## config.mk

```make
export PLATFORM = sky130hd
export DESIGN_NAME = lpcirq_unit
export DESIGN_NICKNAME = d
export VERILOG_FILES = /design/src/rtl/lpcirq_pkg.sv /design/src/rtl/lpcirq_stat_bit.sv /design/src/rtl/lpcirq_stat_bank.sv /design/src/rtl/lpcirq_err_addr.sv /design/src/rtl/lpcirq_unit.sv
export SDC_FILE = /design/constraint.sdc
export NUM_CORES = 1
export LEC_CHECK = 0
export ABC_AREA = 1
export CAP_MARGIN = 10
export CORE_AREA = 2 2 134 136
export CTS_CLUSTER_DIAMETER = 60
export CTS_CLUSTER_SIZE = 28
export DETAILED_ROUTE_END_ITERATION = 8
export DIE_AREA = 0 0 136 138
export PLACE_DENSITY = 0.63
export SYNTH_ARGS = -nofsm -noshare
export SYNTH_HDL_FRONTEND = slang
export SYNTH_HIERARCHICAL = 1
export SYNTH_SLANG_ARGS = --single-unit
```

## constraint.sdc

```tcl
create_clock -name clk -period 1.1 [get_ports clk]
set_input_delay 0.11 -clock clk [delete_from_list [all_inputs] [get_ports clk]]
set_output_delay 0.11 -clock clk [all_outputs]
set_load 0.05 [all_outputs]
```

## src/rtl/lpcirq_pkg.sv

```systemverilog
package lpcirq_pkg;

    localparam int WORD_W     = 32;
    localparam int ADDR_W     = 8;
    localparam int BUS_ADDR_W = 32;
    localparam int SER_N      = 17;
    localparam int ERR_N      = 6;
    localparam int BMREQ_N    = 2;

    // bit positions that software decodes
    localparam int SER_TOP  = WORD_W - 1;
    localparam int LRST_BIT = 10;
    localparam int ERR_LSB  = 2;

    localparam logic [ADDR_W-1:0] OFF_MASK  = 8'h34;
    localparam logic [ADDR_W-1:0] OFF_STAT  = 8'h38;
    localparam logic [ADDR_W-1:0] OFF_EADDR = 8'h40;

    typedef struct packed {
        logic [SER_N-1:0]   serirq;
        logic               lrst;
        logic [ERR_N-1:0]   err;
        logic [BMREQ_N-1:0] bmreq;
    } irq_src_t;

    typedef enum logic [1:0] {
        SEL_NONE,
        SEL_MASK,
        SEL_STAT,
        SEL_EADDR
    } reg_sel_e;

    typedef struct packed {
        logic              wr_mask;
        logic              wr_stat;
        logic [WORD_W-1:0] wdata;
    } reg_wr_t;

    // place each source on its status bit
    function automatic logic [WORD_W-1:0] map_sources(irq_src_t s);
        logic [WORD_W-1:0] v;
        v = '0;
        for (int n = 0; n < SER_N; n++) begin
            v[SER_TOP-n] = s.serirq[n];
        end
        v[LRST_BIT] = s.lrst;
        for (int k = 0; k < ERR_N; k++) begin
            v[ERR_LSB+k] = s.err[k];
        end
        // request 0 sits above request 1
        for (int b = 0; b < BMREQ_N; b++) begin
            v[BMREQ_N-1-b] = s.bmreq[b];
        end
        return v;
    endfunction

    function automatic logic [WORD_W-1:0] implemented_bits();
        irq_src_t all;
        all = '1;
        return map_sources(all);
    endfunction

    function automatic reg_sel_e decode(logic [ADDR_W-1:0] a);
        case (a)
            OFF_MASK:  return SEL_MASK;
            OFF_STAT:  return SEL_STAT;
            OFF_EADDR: return SEL_EADDR;
            default:   return SEL_NONE;
        endcase
    endfunction

endpackage

```

## src/rtl/lpcirq_stat_bit.sv

```systemverilog
module lpcirq_stat_bit (
    input  logic clk,
    input  logic rst,
    input  logic set_i,
    input  logic clr_i,
    output logic q_o
);

    // a source event outranks a clear in the same cycle
    always_ff @(posedge clk) begin
        if (rst)
            q_o <= 1'b0;
        else if (set_i)
            q_o <= 1'b1;
        else if (clr_i)
            q_o <= 1'b0;
    end

    assert_event_sets_R2: assert property (@(posedge clk) disable iff (rst)
        set_i |=> q_o);
    assert_event_wins_R5: assert property (@(posedge clk) disable iff (rst)
        (set_i && clr_i) |=> q_o);
    assert_clear_R3: assert property (@(posedge clk) disable iff (rst)
        (clr_i && !set_i) |=> !q_o);
    assert_sticky_R3: assert property (@(posedge clk) disable iff (rst)
        (q_o && !clr_i) |=> q_o);
    assert_no_spurious_R2: assert property (@(posedge clk) disable iff (rst)
        (!q_o && !set_i) |=> !q_o);

endmodule

```

## src/rtl/lpcirq_stat_bank.sv

```systemverilog
module lpcirq_stat_bank
    import lpcirq_pkg::*;
(
    input  logic              clk,
    input  logic              rst,
    input  logic [WORD_W-1:0] src_i,
    input  logic [WORD_W-1:0] clr_i,
    output logic [WORD_W-1:0] stat_o
);

    localparam logic [WORD_W-1:0] IMPL = implemented_bits();

    for (genvar i = 0; i < WORD_W; i++) begin : g_bit
        if (IMPL[i]) begin : g_latch
            lpcirq_stat_bit u_bit (
                .clk   (clk),
                .rst   (rst),
                .set_i (src_i[i]),
                .clr_i (clr_i[i]),
                .q_o   (stat_o[i])
            );
        end else begin : g_rsvd
            assign stat_o[i] = 1'b0;
        end
    end

    logic unused_bits;
    assign unused_bits = ^(src_i & ~IMPL) ^ ^(clr_i & ~IMPL);

endmodule

```

## src/rtl/lpcirq_err_addr.sv

```systemverilog
module lpcirq_err_addr
    import lpcirq_pkg::*;
(
    input  logic                  clk,
    input  logic                  rst,
    input  logic [ERR_N-1:0]      err_i,
    input  logic [BUS_ADDR_W-1:0] addr_i,
    output logic [BUS_ADDR_W-1:0] addr_o
);

    logic capture;
    assign capture = |err_i;

    always_ff @(posedge clk) begin
        if (rst)
            addr_o <= '0;
        else if (capture)
            addr_o <= addr_i;
    end

    assert_capture_R9: assert property (@(posedge clk) disable iff (rst)
        (|err_i) |=> (addr_o == $past(addr_i)));
    assert_hold_R9: assert property (@(posedge clk) disable iff (rst)
        !(|err_i) |=> $stable(addr_o));

endmodule

```

## src/rtl/lpcirq_unit.sv

```systemverilog
module lpcirq_unit
    import lpcirq_pkg::*;
(
    input  logic                  clk,
    input  logic                  rst,
    input  logic                  reg_wr_en,
    input  logic [ADDR_W-1:0]     reg_addr,
    input  logic [WORD_W-1:0]     reg_wdata,
    output logic [WORD_W-1:0]     reg_rdata,
    input  logic [SER_N-1:0]      serirq_i,
    input  logic                  lreset_i,
    input  logic [ERR_N-1:0]      buserr_i,
    input  logic [BMREQ_N-1:0]    bmreq_i,
    input  logic [BUS_ADDR_W-1:0] cyc_addr_i,
    output logic                  irq_o
);

    localparam logic [WORD_W-1:0] IMPL = implemented_bits();

    reg_sel_e          sel;
    reg_wr_t           wr;
    irq_src_t          src;
    logic [WORD_W-1:0] src_vec;
    logic [WORD_W-1:0] stat_q;
    logic [WORD_W-1:0] mask_q;
    logic [BUS_ADDR_W-1:0] eaddr_q;

    assign sel = decode(reg_addr);

    always_comb begin
        wr.wr_mask = reg_wr_en && (sel == SEL_MASK);
        wr.wr_stat = reg_wr_en && (sel == SEL_STAT);
        wr.wdata   = reg_wdata;
    end

    always_comb begin
        src.serirq = serirq_i;
        src.lrst   = lreset_i;
        src.err    = buserr_i;
        src.bmreq  = bmreq_i;
    end

    assign src_vec = map_sources(src);

    lpcirq_stat_bank u_bank (
        .clk    (clk),
        .rst    (rst),
        .src_i  (src_vec),
        .clr_i  (wr.wr_stat ? wr.wdata : '0),
        .stat_o (stat_q)
    );

    always_ff @(posedge clk) begin
        if (rst)
            mask_q <= '0;
        else if (wr.wr_mask)
            mask_q <= wr.wdata & IMPL;
    end

    lpcirq_err_addr u_eaddr (
        .clk    (clk),
        .rst    (rst),
        .err_i  (buserr_i),
        .addr_i (cyc_addr_i),
        .addr_o (eaddr_q)
    );

    assign irq_o = |(stat_q & mask_q);

    always_comb begin
        case (sel)
            SEL_MASK:  reg_rdata = mask_q;
            SEL_STAT:  reg_rdata = stat_q;
            SEL_EADDR: reg_rdata = eaddr_q;
            default:   reg_rdata = '0;
        endcase
    end

    assert_mask_write_R7: assert property (@(posedge clk) disable iff (rst)
        wr.wr_mask |=> (mask_q == ($past(reg_wdata) & IMPL)));
    assert_mask_hold_R7: assert property (@(posedge clk) disable iff (rst)
        !wr.wr_mask |=> $stable(mask_q));
    assert_masked_off_R8: assert property (@(posedge clk) disable iff (rst)
        (mask_q == '0) |-> !irq_o);
    assert_lreset_held_R6: assert property (@(posedge clk) disable iff (rst)
        lreset_i |=> stat_q[LRST_BIT]);

endmodule

```

Word-level counts from Yosys, hierarchy flattened --
Index checks and enable logic that the tools add are counted.
Cells by class: eq/ne operators 6, mux-type cells 55, bitwise gates (word level) 1, reductions and logical operators 30
Operators by type and width (count):
- $pmux W32 S3 | 1
- $mux W1 | 52
- $reduce_bool A2 Y1 | 26
- $and A32 B32 Y32 | 1
- $mux W32 | 1
- $reduce_or A32 Y1 | 1
- $eq A8 B6 Y1 const B | 2
- $eq A8 B7 Y1 const B | 1
- $pmux W2 S3 | 1
- $reduce_or A6 Y1 | 1
- $eq A2 B2 Y1 const B | 2
- $eq A2 B1 Y1 const B | 1
- $logic_and A1 B1 Y1 | 2
Storage, ports and cells: bits in registers 84, input bits 101, output and inout bits 33, logic and storage cells 120

Logic depth before layout (Yosys ltp) --
Gate-level depths: netlist of run 1.
depth after elaboration 7, gate-level depth with buffers 11, depth with buffers taken out 10

Hierarchy --
Netlist of run 1, hierarchy kept.
Modules (own cells, without submodules):
- lpcirq_unit | instances 1, cells an instance 340, area an instance 2137.0 um^2, seq. area each 520.5 um^2
- lpcirq_err_addr | instances 1, cells an instance 206, area an instance 1341.3 um^2, seq. area each 640.6 um^2
- lpcirq_stat_bit | instances 26, cells an instance 5, area an instance 40.0 um^2, seq. area each 20.0 um^2
- lpcirq_stat_bank | instances 1, cells an instance 7, area an instance 48.8 um^2, seq. area each 0.0 um^2

Least setup slack after synthesis of run 1 --
Ideal clock, no wire load.
kind input -> output, from in reg_addr[7], to out reg_rdata[15], arrival 1.480 ns, data required time 0.990 ns, path slack -0.490 ns, cell stages on the path 6, path buffers 1, cell sequence inv_1 > nand2_1 > nor2_4 > nand2_2 > buf_6 > o221ai_1
Between the ends: longest elaborated chain between the ends 4, elaborated cells between the ends (all ways) 8, classes of those cells eq/ne (6); mux (2)
RTL lines:
- from (decl) | line lpcirq_unit.sv:7 | input logic [ADDR_W-1:0] reg_addr,
- $eq A8 B7 Y1 or $eq A8 B6 Y1 (tied branches) | line lpcirq_pkg.sv:64 | case (a)
- $pmux W2 S3 (*) | line lpcirq_pkg.sv:64
- $eq A2 B2 Y1 or $eq A2 B1 Y1 (tied branches) | line lpcirq_unit.sv:71 | case (sel)
- $pmux W32 S3 (*) | line lpcirq_unit.sv:71
- to (decl) | line lpcirq_unit.sv:9 | output logic [WORD_W-1:0] reg_rdata,
Mark *: on every way between the ends. The rest lies on a longest branch, timed or not.

Final worst setup path of run 1 --
from reg mask_q[24], to out irq_o
Between the ends: longest elaborated chain between the ends 2
RTL lines:
- from (decl) | line lpcirq_unit.sv:25 | logic [WORD_W-1:0] mask_q;
- from (signal assigned) | line lpcirq_unit.sv:57 | mask_q <= wr.wdata & IMPL;
- $and A32 B32 Y32 | line lpcirq_unit.sv:68 | assign irq_o = |(stat_q & mask_q);
- $reduce_or A32 Y1 | line lpcirq_unit.sv:68
- to (decl) | line lpcirq_unit.sv:15 | output logic irq_o
No other way between the ends.

==> impl_metrics.yaml, run 1 <==
run_status:
  status: "finished, violations left"
  violations: "negative setup slack"
sta:
  worst_slack_ns: -0.360
  setup_viol: 49
  rsz0062_at_grt: "true"
  fin_crit_ns: 1.46
  skew_ns: 0
  max_freq_mhz: 685
  hold_viol: 0
  fin_crit_sh_pct: 133
  tns_ns: -7.83
  slew_headroom_pct: 66.4
  slew_viol_final: 0
  worstMarginPinSlew_ns: 0.504
power_and_ir_drop:
  p_seq_share_pct: 43.7
  switching_share_pct: 24.5
  leakagePower_nw: 3.85
  comb_power_share_pct: 14.4
  p_switching_mw: 1.86
  p_int_mw: 5.72
  p_per_area_nw_per_um2: 910
  vdd_drop_max_mv: 0.740
  p_clk_share_pct: 41.9
grt:
  grt_max_degree: 45
  grt-ovfl-total: 0
  grt_pass1_vias: 4566
  antenna_found_initial: 0
  grt_pass1_wl_um: 24600
  track_usage_pct: 17.3
min_path:
  min_from: "rst"
  min_path_type: "primary input to flop"
worst_setup_path:
  reg2reg_from: "mask_q[7]"
  end_kind: "output pin"
  cp_max_fo: 2
  crit_path_start: "mask_q[24]"
  critical_path_required_ns: 0.99
  arrival_ns: 1.35
  critPathKind: "flop to output pin"
  cp-start-kind: "flop"
clock_network:
  clkTransAtPathRegs_ns: 0.06
  clockBufferDepth: 2
  cts_max_level: 3
  clock_latency_ns: 0.34
  cts.sinks: 84
  numCtsBuffers: 9
  cts_tree: "done"
  root_buffer: "clkbuf_16"
route:
  first_iter_violations: 271
  via_per_inst: 4.25
  vias: 4659
  dr.pass1.iters: 5
  antenna_left: 0
  wl_per_cell_um: 14.8
  drcViolationCount: 0
  routed_wl_um: 16200
synth:
  synth_area_um2: 4520
  ys_warn_count: 6
  synthCells: 670
  syn_avg_cell_area_um2: 6.75
floorplan:
  fp.coreArea_um2: 17500
  start_util_pct: 25.8
  die_w_um: 136
  die_area_um2: 18800
  rows: 49
  num_io_pins: 134
  die_h_um: 138
finish:
  fillers: 1725
  fin_util_pct: 47.5
  final_layout_size_suffix_gt1_share_pct: 39.6
  nNetsFinal: 964
  syn_to_final_growth_pct: 84.2
  diodes: 0
place:
  dp_hpwl_um: 10900
  io_buffers: 127
  routabilityCongestion: 0.792
flow_run:
  maxCapViolations: 0
[stage by stage]
step                      total power [mW]  instance area (µm²)  setup slack [ns]  instances  hold slack, ns
after detailed placement              4.31                 6960            -0.835       1064           0.459
after floorplan                       3.70                 4730            -0.452        675           0.172
after global placement                4.30                 6960            -0.804       1064           0.457
after CTS                             7.59                 8070            -0.374       1094           0.213
final                                 7.58                 8330            -0.360       1097           0.210
after global routing                  7.91                 8330            -0.433       1097           0.216
[final cells by class]
class | instances | area [µm²] | area share [%]
sequential | 84 | 1710 | 20.5
inverter | 161 | 644 | 7.74
timing repair buffer | 207 | 2550 | 30.7
multi-input combinational | 400 | 2820 | 33.8
clock inverter | 3 | 43.8 | 0.526
clock buffer | 13 | 270 | 3.25
tap | 229 | 287 | 3.44
[worst max-delay path, stage by stage (launching register included)]
cell,delay (ns)
dfxtp_1,0.32
nand2_1,0.09
o21ai_1,0.12
nor2_1,0.11
nand2_1,0.07
nor2_2,0.09
nand2_2,0.07
buf_12,0.15
[flip-flops by register name (all words and copies together), names as in the netlist]
name and flops:
u_bank/g_bit.g_latch.u_bit/q_o 26, u_eaddr/addr_o 32, mask_q 26
[per-layer routing]
metal	routed length (µm)	GRT usage, %	up-vias
met5	0	0	-
met4	485	6.96	0
met3	670	2.49	28
met2	8130	29.4	113
met1	6930	21.8	2114
li1	-	-	2404
[timing repair]
item	4_1_cts	5_1_grt
cloned	5	2
setup buffers	13	6
hold buffers	0	0
setup endpoints to repair	85	60
hold endpoints to repair	0	0
pin swaps	45	28
gates resized for setup	203	89
[worst paths after layout]
check	to	slack, ns	depth (start not counted)
worst min-delay path	u_bank/g_bit[24].g_latch.u_bit/q_o	0.21	3
worst max register to register	mask_q[7]	0.18	5
worst min register to register	u_bank/g_bit[5].g_latch.u_bit/q_o	0.47	2
worst max-delay path	irq_o	-0.36	7
[cells in the final DEF, fill, tap and decap left out, drive strengths merged]
cell	count
clkinv	4
o22ai	4
nor2	105
a22o	6
dfxtp	84
o21ai	29
nand4	1
clkdlybuf4s50	84
clkbuf	14
conb	6
nand2	165
a21oi	52
nand3	6
bufinv	1
buf	122
o221ai	12
o211ai	14
inv	159
[power groups by stage]
stage | sequential [mW] | combinational, mW | clock [mW]
global route | 3.33 | 1.19 | 3.39
CTS | 3.30 | 1.05 | 3.24
detailed placement | 3.34 | 0.969 | 0
finish | 3.31 | 1.09 | 3.18
global placement | 3.34 | 0.961 | 0
floorplan | 3.31 | 0.387 | 0
No activity file was read; power rests on OpenSTA's default activity.
==> inputs of run 2 (changes only) <==
CORE_AREA = 2 2 126 128   (was 2 2 134 136)
CTS_CLUSTER_SIZE = default   (was 28)
DIE_AREA = 0 0 128 130   (was 0 0 136 138)
PLACE_DENSITY = 0.64   (was 0.63)
SYNTH_HIERARCHICAL = default   (was 1)
==> impl_metrics.yaml, run 2 <==
run_status:
  status: "finished, violations left"
  violations: "negative setup slack"
clock_network:
  cts.sinks: 84
  clockBufferDepth: 2
  numCtsBuffers: 9
  root_buffer: "clkbuf_16"
  clock_latency_ns: 0.34
  cts_max_level: 3
  cts_tree: "done"
  clkTransAtPathRegs_ns: 0.06
floorplan:
  fp.coreArea_um2: 15400
  rows: 46
  die_h_um: 130
  start_util_pct: 26.4
  num_io_pins: 134
  die_w_um: 128
  die_area_um2: 16600
min_path:
  min_path_type: "primary input to flop"
route:
  antenna_left: 0
  routed_wl_um: 16600
  first_iter_violations: 238
  dr.pass1.iters: 6
  wl_per_cell_um: 16.7
  vias: 4658
  via_per_inst: 4.69
  drcViolationCount: 0
synth:
  ys_ff_latch: 84
  ys_top_cells_by_area: "dfxtp_1 41%, nand2_1 13%, a21oi_1 10%, inv_1 9.1%, nand3_1 7.4%"
  yosys_most_used_dff: "dfxtp_1"
  syn_avg_cell_area_um2: 6.86
  synthDistinctLibCells: 26
  synthArstFlopShare_pct: 0
  yosysMostFrequentCell: "nand2_1"
  synthCells: 593
  synth_top_area_share_pct: 41.4
  synth_edf_count: 0
  synth.largest_area_cell: "dfxtp_1"
  synth_area_um2: 4070
  ys_warn_count: 0
  synth.net_count: 694
  synth_top_cells_by_count: "143 x nand2_1, 99 x inv_1, 84 x a21oi_1, 84 x dfxtp_1, 60 x nand3_1"
  ys_seq_area_share_pct: 41.4
worst_setup_path:
  end_kind: "output pin"
  critPathKind: "flop to output pin"
  critical_path_required_ns: 0.99
  cp_max_fo: 2
  cp-start-kind: "flop"
  arrival_ns: 1.43
sta:
  max_freq_mhz: 651
  hold_viol: 0
  rsz0062_at_grt: "true"
  worst_slack_ns: -0.435
  slew_headroom_pct: 67.8
  fin_crit_sh_pct: 140
  slew_viol_final: 0
  skew_ns: 0
  setup_viol: 71
  tns_ns: -11.82
  worstMarginPinSlew_ns: 0.483
  fin_crit_ns: 1.54
finish:
  nNetsFinal: 898
  final_layout_size_suffix_gt1_share_pct: 35.5
  diodes: 0
  syn_to_final_growth_pct: 93.8
  final_cell_mix: "99 x nand2_1, 88 x inv_1, 80 x clkdlybuf4s50_1"
  layout_commonest_cell: "nand2_1"
  largest_registers: "u_eaddr.addr_o (32), mask_q (26), u_bank.g_bit.g_latch.u_bit.q_o (26)"
  fillers: 1421
  largest_register: "u_eaddr.addr_o"
  largest_reg_flops: 32
  fin_util_pct: 51.1
  final_area_um2: 7880
grt:
  grt-ovfl-total: 0
  grt_pass1_wl_um: 24400
  grt_max_degree: 62
  antenna_found_initial: 0
  grt_pass1_vias: 4529
  track_usage_pct: 19.5
power_and_ir_drop:
  p_per_area_nw_per_um2: 927
  vdd_drop_max_mv: 0.673
  power_mw: 7.30
  leakagePower_nw: 3.24
flow_run:
  maxCapViolations: 0
place:
  routabilityCongestion: 0.792
  dp_hpwl_um: 9510
  place_area_um2: 6340
  io_buffers: 127
[run 2: per-layer routing]
metal / share of wire [%] / up-vias / GRT usage (%)
met3: 6.6 / 23 / 3.53
met2: 49 / 150 / 32.6
li1: - / 2340 / -
met4: 1.8 / 0 / 6.79
met1: 43 / 2145 / 25.5
met5: 0 / - / 0
[run 2: timing repair]
action,in CTS,in global routing
setup endpoints to repair,85,94
gates resized for setup,157,95
cloned,14,5
hold buffers,0,0
buffers inserted,16,6
pin swaps,31,30
[run 2: where the power goes]
| group | internal (mW) | total (mW) | switching [mW] |
|---|---|---|---|
| clock | 1.76 | 3.02 | 1.26 |
| combinational | 0.563 | 0.999 | 0.436 |
| sequential | 3.18 | 3.28 | 0.0988 |
| total | 5.50 | 7.30 | 1.80 |
[run 2: layout make-up]
type / count / area, µm² / share of cell area, %
Timing Repair Buffer: 223 / 2880 / 36.5
Multi-Input combinational cell: 376 / 2320 / 29.5
Sequential cell: 84 / 1690 / 21.5
Inverter: 102 / 445 / 5.65
Tap cell: 192 / 240 / 3.05
Clock buffer: 10 / 229 / 2.91
Clock inverter: 6 / 65.1 / 0.826
Timing Repair inverter: 1 / 8.76 / 0.111
[run 2: path summary, 6_finish.rpt]
check / start / end / slack [ns] / depth (start not counted)
setup / recovery: mask_q[26] / irq_o / -0.44 / 6
hold / removal: buserr_i[4] / u_bank.g_bit[6].g_latch.u_bit.q_o / 0.07 / 3
setup reg to reg: u_bank.g_bit[24].g_latch.u_bit.q_o / u_bank.g_bit[24].g_latch.u_bit.q_o / 0.39 / 3
hold reg to reg: u_bank.g_bit[4].g_latch.u_bit.q_o / u_bank.g_bit[4].g_latch.u_bit.q_o / 0.48 / 2
[run 2: metrics by stage]
stage	cells	worst slack [ns]	hold WS, ns
CTS	989	-0.474	0.224
global route	994	-0.477	0.0909
finish	994	-0.435	0.0696
global placement	943	-0.814	0.465
detailed placement	943	-0.790	0.466
floorplan	593	-0.369	0.237
[run 2: kinds of logic (layout without fill, tap and decap cells)]
logic type	after synthesis	count (layout)	synth area share (%)
AO/OA/AOI/OAI	140	140	18.7
AND/OR/NAND/NOR	233	236	25.3
buffers and inverters	136	342	14.6
flip-flops	84	84	41.4
[run 2: critical path: stages (launching register included)]
cell and delay, ns:
dfxtp_2 0.32, nand2_2 0.06, nand4_1 0.15, nor3_2 0.18
buf_4 0.14, nand3_2 0.06, buf_8 0.16
==> inputs of run 3 (changes only) <==
CAP_MARGIN = 0   (was 10)
CORE_AREA = 2 2 102 104   (was 2 2 126 128)
DIE_AREA = 0 0 104 106   (was 0 0 128 130)
PLACE_DENSITY = 0.87   (was 0.64)
==> impl_metrics.yaml, run 3 (same netlist as run 2, synthesis figures left out) <==
run_status:
  status: "finished, violations left"
  violations: "negative setup slack"
place:
  place_ws_ns: -0.797
  dp_hpwl_um: 8700
  dp_cells: 880
  io_buffers: 127
  routabilityCongestion: 0.850
grt:
  grt_pass1_vias: 4616
  grt_max_degree: 65
  track_usage_pct: 26.5
  grt-ovfl-total: 0
  grt_pass1_wl_um: 23100
  antenna_found_initial: 0
power_and_ir_drop:
  vdd_drop_max_mv: 0.661
  leakagePower_nw: 3.23
  p_per_area_nw_per_um2: 859
  power_mw: 6.55
sta:
  max_freq_mhz: 659
  hold_viol: 0
  skew_ns: 0
  rsz0062_at_grt: "true"
  slew_viol_final: 0
  slew_headroom_pct: 77.0
  worst_slack_ns: -0.416
  fin_crit_ns: 1.52
  setup_viol: 56
  fin_crit_sh_pct: 138
  tns_ns: -14.88
  worstMarginPinSlew_ns: 0.343
finish:
  largest_register: "u_eaddr.addr_o"
  largest_reg_flops: 32
  largest_registers: "u_eaddr.addr_o (32), mask_q (26), u_bank.g_bit.g_latch.u_bit.q_o (26)"
  final_cell_mix: "113 x nand2_1, 89 x inv_1, 79 x clkdlybuf4s50_1"
  fillers: 660
  final_cell_count_no_fill: 936
  final_layout_size_suffix_gt1_share_pct: 33.9
  nNetsFinal: 897
  fin_util_pct: 76.2
  diodes: 0
  syn_to_final_growth_pct: 87.4
  layout_commonest_cell: "nand2_1"
route:
  via_per_inst: 5.35
  routed_wl_um: 16900
  first_iter_violations: 446
  dr.pass1.iters: 6
  drcViolationCount: 0
  antenna_left: 0
  vias: 5004
  wl_per_cell_um: 18.0
worst_setup_path:
  critical_path_required_ns: 0.99
  end_kind: "output pin"
  critPathKind: "primary input to output pin"
  cp_max_fo: 7
  cp-start-kind: "primary input"
  arrival_ns: 1.41
floorplan:
  start_util_pct: 40.7
  die_w_um: 104
  num_io_pins: 134
  die_h_um: 106
  die_area_um2: 11000
  fp.coreArea_um2: 10000
  rows: 37
clock_network:
  numCtsBuffers: 9
  cts.sinks: 84
  clock_latency_ns: 0.34
  clockBufferDepth: 2
  cts_hold_buf: 0
  cts_tree: "done"
  cts_max_level: 3
  root_buffer: "clkbuf_8"
  clkTransAtPathRegs_ns: 0.09
flow_run:
  maxCapViolations: 0
min_path:
  min_path_type: "primary input to flop"
## run 3: cell count changes in the layout (fill, tap and decap cells not counted), moves of 4 or more
cell / change
o21ai_0: -15
buf_12: -4
clkbuf_8: +10
o21ai_2: +14
buf_6: +7
buf_8: -5
nand2_2: -15
clkbuf_16: -5
a21oi_2: -12
a21oi_1: +12
nand2_1: +14
## run 3: path summary, 6_finish.rpt
path / start / endpoint / slack, ns / cells after the start
min reg2reg: u_bank.g_bit[19].g_latch.u_bit.q_o / u_bank.g_bit[19].g_latch.u_bit.q_o / 0.48 / 2
max: reg_addr[3] / reg_rdata[29] / -0.42 / 12
max reg2reg: u_bank.g_bit[3].g_latch.u_bit.q_o / u_bank.g_bit[3].g_latch.u_bit.q_o / 0.31 / 3
min: buserr_i[3] / u_bank.g_bit[5].g_latch.u_bit.q_o / 0.18 / 4
## run 3: report_power, final
group | internal (mW) | switching (mW) | leakage, nW
Combinational | 0.578 | 0.464 | 2.45
Sequential | 3.18 | 0.104 | 0.697
Clock | 1.10 | 1.12 | 0.0914
Total | 4.85 | 1.69 | 3.23
## run 3: repair_timing
item                       in CTS  in global routing
hold endpoints to repair        0                  0
pin swaps                      36                 26
buffers inserted               23                  9
cloned                          9                  6
setup endpoints to repair      85                 79
resized for setup             134                114
## run 3: metrics by stage
stage / instance area [µm²] / hold slack [ns]
after floorplan: 4150 / 0.237
after global placement: 6200 / 0.463
after detailed placement: 6200 / 0.465
after CTS: 7200 / 0.221
after global routing: 7620 / 0.189
final: 7620 / 0.178
## run 3: layout make-up
class	instances	area [µm²]	area share (%)
Sequential cell	84	1690	22.2
Inverter	102	435	5.71
Clock inverter	4	50.0	0.657
Multi-Input combinational cell	376	2290	30.0
Tap cell	136	170	2.23
Timing Repair Buffer	223	2850	37.3
Clock buffer	11	141	1.85
## run 3: critical path: stages
cell,delay [ns]
buf_8,0.10
inv_6,0.05
buf_6,0.10
nand2_4,0.05
nor2_4,0.11
nand2_4,0.08
inv_4,0.08
buf_6,0.13
buf_12,0.14
nand2_1,0.09
o211ai_1,0.17
buf_12,0.18
## run 3: metal layers
metal | track usage (%) | vias up | wire length [µm]
met1 | 32.9 | 2345 | 6570
met2 | 45.7 | 285 | 8360
met4 | 10.0 | 0 | 625
met5 | 0 | - | 0
met3 | 4.84 | 50 | 1330
li1 | - | 2324 | -
